<file path="config.mk">
export PLATFORM = sky130hd
export DESIGN_NAME = eng_init_ctrl
export DESIGN_NICKNAME = d
export VERILOG_FILES = /design/src/rtl/eng_init_pkg.sv /design/src/rtl/eng_init_step.sv /design/src/rtl/eng_init_track.sv /design/src/rtl/eng_init_ctrl.sv
export SDC_FILE = /design/constraint.sdc
export NUM_CORES = 1
export LEC_CHECK = 0
export BUFFER_PORTS_ARGS = -buffer_cell sky130_fd_sc_hd__buf_4
export CAP_MARGIN = 20
export CORE_AREA = 4 4 41 43
export CTS_CLUSTER_SIZE = 30
export DETAILED_ROUTE_END_ITERATION = 16
export DIE_AREA = 0 0 45 47
export GPL_TIMING_DRIVEN = 0
export PLACE_DENSITY_LB_ADDON = 0.1
export RECOVER_POWER = 100
export SYNTH_ARGS = -nofsm -noshare
export SYNTH_HDL_FRONTEND = slang
export SYNTH_SLANG_ARGS = --single-unit
</file>
<file path="constraint.sdc">
create_clock -name clk -period 1 [get_ports clk]
set_input_delay 0.15 -clock clk [delete_from_list [all_inputs] [get_ports clk]]
set_output_delay 0.15 -clock clk [all_outputs]
set_load 0.02 [all_outputs]
</file>
<file path="src/rtl/eng_init_pkg.sv">
package eng_init_pkg;

    localparam int STATUS_W = 4;
    localparam int STATE_W  = 2;

    typedef enum logic [STATE_W-1:0] {
        ST_IDLE  = 2'd0,
        ST_START = 2'd1,
        ST_WAIT  = 2'd2,
        ST_DONE  = 2'd3
    } eng_init_state_e;

    // Engine handshake inputs sampled together.
    typedef struct packed {
        logic                busy;
        logic [STATUS_W-1:0] code;
    } eng_resp_t;

    // Next state, ignoring reset.
    function automatic eng_init_state_e step_state(
        input eng_init_state_e     cur,
        input eng_resp_t           resp,
        input logic [STATUS_W-1:0] ok_code
    );
        eng_init_state_e nxt;
        nxt = cur;
        unique case (cur)
            ST_IDLE:  nxt = ST_START;
            ST_START: if (resp.busy) nxt = ST_WAIT;
            ST_WAIT:  if (!resp.busy) nxt = (resp.code == ok_code) ? ST_DONE : ST_IDLE;
            ST_DONE:  nxt = ST_DONE;
            default:  nxt = ST_IDLE;
        endcase
        return nxt;
    endfunction

endpackage

</file>
<file path="src/rtl/eng_init_step.sv">
module eng_init_step
    import eng_init_pkg::*;
#(
    parameter int                  SW      = STATUS_W,
    parameter logic [SW-1:0]       OK_CODE = 'd1
) (
    input  eng_init_state_e cur_state,
    input  logic            busy_i,
    input  logic [SW-1:0]   code_i,
    output eng_init_state_e nxt_state,
    output logic            enter_start
);
    eng_resp_t resp;

    always_comb begin
        resp      = '0;
        resp.busy = busy_i;
        resp.code = STATUS_W'(code_i);
        nxt_state = step_state(cur_state, resp, STATUS_W'(OK_CODE));
        enter_start = (nxt_state == ST_START) && (cur_state != ST_START);
    end
endmodule

</file>
<file path="src/rtl/eng_init_track.sv">
module eng_init_track
    import eng_init_pkg::*;
(
    input  logic            clk,
    input  logic            rst_n,
    input  eng_init_state_e nxt_state,
    input  logic            enter_start,
    output eng_init_state_e cur_state,
    output logic            pulse_q
);
    always_ff @(posedge clk) begin
        if (!rst_n) begin
            cur_state <= ST_IDLE;
            pulse_q   <= 1'b0;
        end else begin
            cur_state <= nxt_state;
            pulse_q   <= enter_start;
        end
    end
endmodule

</file>
<file path="src/rtl/eng_init_ctrl.sv">
module eng_init_ctrl
    import eng_init_pkg::*;
#(
    parameter int                  SW      = STATUS_W,
    parameter logic [SW-1:0]       OK_CODE = 'd1
) (
    input  logic          clk,
    input  logic          rst_n,
    input  logic          eng_busy,
    input  logic [SW-1:0] eng_status,
    output logic          init_req,
    output logic          ready,
    output logic [1:0]    state
);
    eng_init_state_e cur_s;
    eng_init_state_e nxt_s;
    logic            enter_s;

    eng_init_step #(.SW(SW), .OK_CODE(OK_CODE)) u_step (
        .cur_state  (cur_s),
        .busy_i     (eng_busy),
        .code_i     (eng_status),
        .nxt_state  (nxt_s),
        .enter_start(enter_s)
    );

    eng_init_track u_track (
        .clk        (clk),
        .rst_n      (rst_n),
        .nxt_state  (nxt_s),
        .enter_start(enter_s),
        .cur_state  (cur_s),
        .pulse_q    (init_req)
    );

    assign ready = (cur_s == ST_DONE);
    assign state = cur_s;
endmodule

</file>
==> qor.yml <==
vias_per_cell: 3.63
cts_tree: "yes"
netlist_area_um2: 146
ctsLongestPathBuffers: 2
nNetsFinal: 36
dpl.cell_count: 37
synthCells: 12
grt_pass1_vias: 148
synth_top_area_cell: "dfxtp_1"
start_kind: "register"
synth_top_area_share_pct: 41.0
fin_skew_ps: 3.49
grt_max_degree: 6
cp.required_ps: 850
vias: 156
synth_ff_type: "dfxtp_1"
drt_pre_antenna_iters: 4
critPathArrivalTime_ps: 840
fp-row-count: 13
irDropWorstVdd_mv: 0.472
synth_most_common_cell: "dfxtp_1"
drive_above_1_share_pct: 67.9
die_h_um: 47
crit_fanout: 3
fillers: 150
cts-root-buf: "clkbuf_4"
synth-seq-area-share_pct: 41.0
grt_setup_unrepaired: "yes"
htreeDepth: 1
die_x_um: 45
period_share_pct: 98.9
drt_iter0_markers: 1
clock_latency_ps: 230
syn_to_final_growth_pct: 97.4
initial_utilization_pct: 11.2
grt_pass1_wl_um: 634
grt-ovfl-total: 0
cp-end-kind: "output pin"
routed_wl_um: 428
dieArea_um2: 2120
antenna_found_initial: 0
port_buffers: 10
hold_viol: 0
relSlewSlack_pct: 83.0
synth_seq_cells: 3
synthDistinctLibCells: 10
yosys-top-cells-area: "dfxtp_1 (41%), nor4b_4 (16%), o221a_1 (7.7%)"
detail_route.wl_per_cell_um: 9.95
clock.fmax_mhz: 1010
core-area_um2: 1300
p_leak_uw: 0.000135
ctsHoldBuffers: 0
status: "completed"
final_max_slew_viol_count: 0
setup_viol_count_final: 0
grtUsageTotal_pct: 4.65
layout.cells.non_filler: 43
cts.clk_slew.worst_paths_ps: 30
diodes: 0
remaining_drc_errors: 0
cts_buffers: 3
gp_congestion: 0.624
hp-class: "input port to register"
synthArstFlopShare_pct: 0
worst_slew_pin_slew_ps: 256
ioPinCount: 11
setup_tns_ps: 0
cts.sinks: 3
holdWs_ps: 187
synth_warnings: 0
ant_nets: 0
p_per_area_nw_per_um2: 1560
avgSynthCellArea_um2: 12.2
min_period_ps: 989
synth_edf_count: 0
crit_type: "register to output pin"
syn-num-nets: 19
maxCapViolCount: 0
[where the power goes]
part	total [uW]	switching [uW]	internal [uW]	leakage (uW)
Clock	211	61.7	149	0.0000150
Sequential	139	7.79	131	0.0000261
Combinational	100	45.2	54.9	0.0000937
[path summary, 6_finish.rpt]
kind / startpoint / end / slack (ps) / cells after the start
hold / removal: rst_n / u_track.cur_state[1] / 190 / 2
setup reg to reg: u_track.cur_state[0] / u_track.cur_state[0] / 20 / 3
setup / recovery: u_track.cur_state[1] / ready / 10 / 2
hold reg to reg: u_track.cur_state[1] / u_track.pulse_q / 560 / 2
[sequential cells by signal, indices dropped and copies added, names as in the netlist]
| name | cells |
|---|---|
| u_track.pulse_q | 1 |
| u_track.cur_state | 2 |
[placed cells by master, fill, tap and decap left out, drive strengths merged]
master / synthesis / layout
clkbuf: 0 / 6
nor4b: 1 / 1
a21o: 1 / 1
nor3b: 1 / 1
buf: 0 / 10
dfxtp: 3 / 3
inv: 1 / 1
nand2b: 1 / 1
o221a: 1 / 1
o311a: 1 / 1
xnor2: 1 / 1
and2: 1 / 1
[metal layers]
layer,share of wire [%],GRT usage (%),vias to the layer above
met5,0,0,-
met4,0,3.51,0
met3,14,4.21,0
met2,49,5.93,9
met1,37,4.75,71
li1,-,-,76
[layout make-up]
cell class	count	area, um^2	share of cell area (%)
Inverter	1	3.75	1.30
Clock buffer	4	26.3	9.09
Sequential cell	3	67.6	23.4
Tap cell	15	18.8	6.49
Timing Repair Buffer	12	87.6	30.3
Multi-Input combinational cell	8	85.1	29.4
[logic make-up (layout without fill, tap and decap cells)]
group / Yosys count / after routing / synth area share, %
DFF: 3 / 3 / 41.0
buffers and inverters: 1 / 17 / 2.56
xor gates and xnor gates: 1 / 1 / 5.98
AOI/OAI and AO/OA: 3 / 3 / 20.5
and+or+nand+nor: 4 / 4 / 29.9
[critical path, cell delays in order (launching register included)]
cell,delay [ps]
dfxtp_4,340
and2_4,150
buf_6,120
[what timing repair did]
action                     4_1_cts  5_1_grt
setup endpoints to repair        2        1
resized for setup                6        0
setup buffers                    2        0
pin swaps                        1        0
[per-stage QoR]
step / utilization [%] / worst slack [ps] / power (uW) / instance area (um^2)
detailed placement: 18.5 / 113 / 234 / 240
global route: 22.2 / -20.5 / 483 / 289
floorplan: - / 64.3 / 185 / 146
global placement: 18.5 / 121 / 233 / 240
finish: 22.2 / 10.7 / 450 / 289
CTS: 22.7 / -2.55 / 466 / 295
Power figures use the tool's default switching activity.
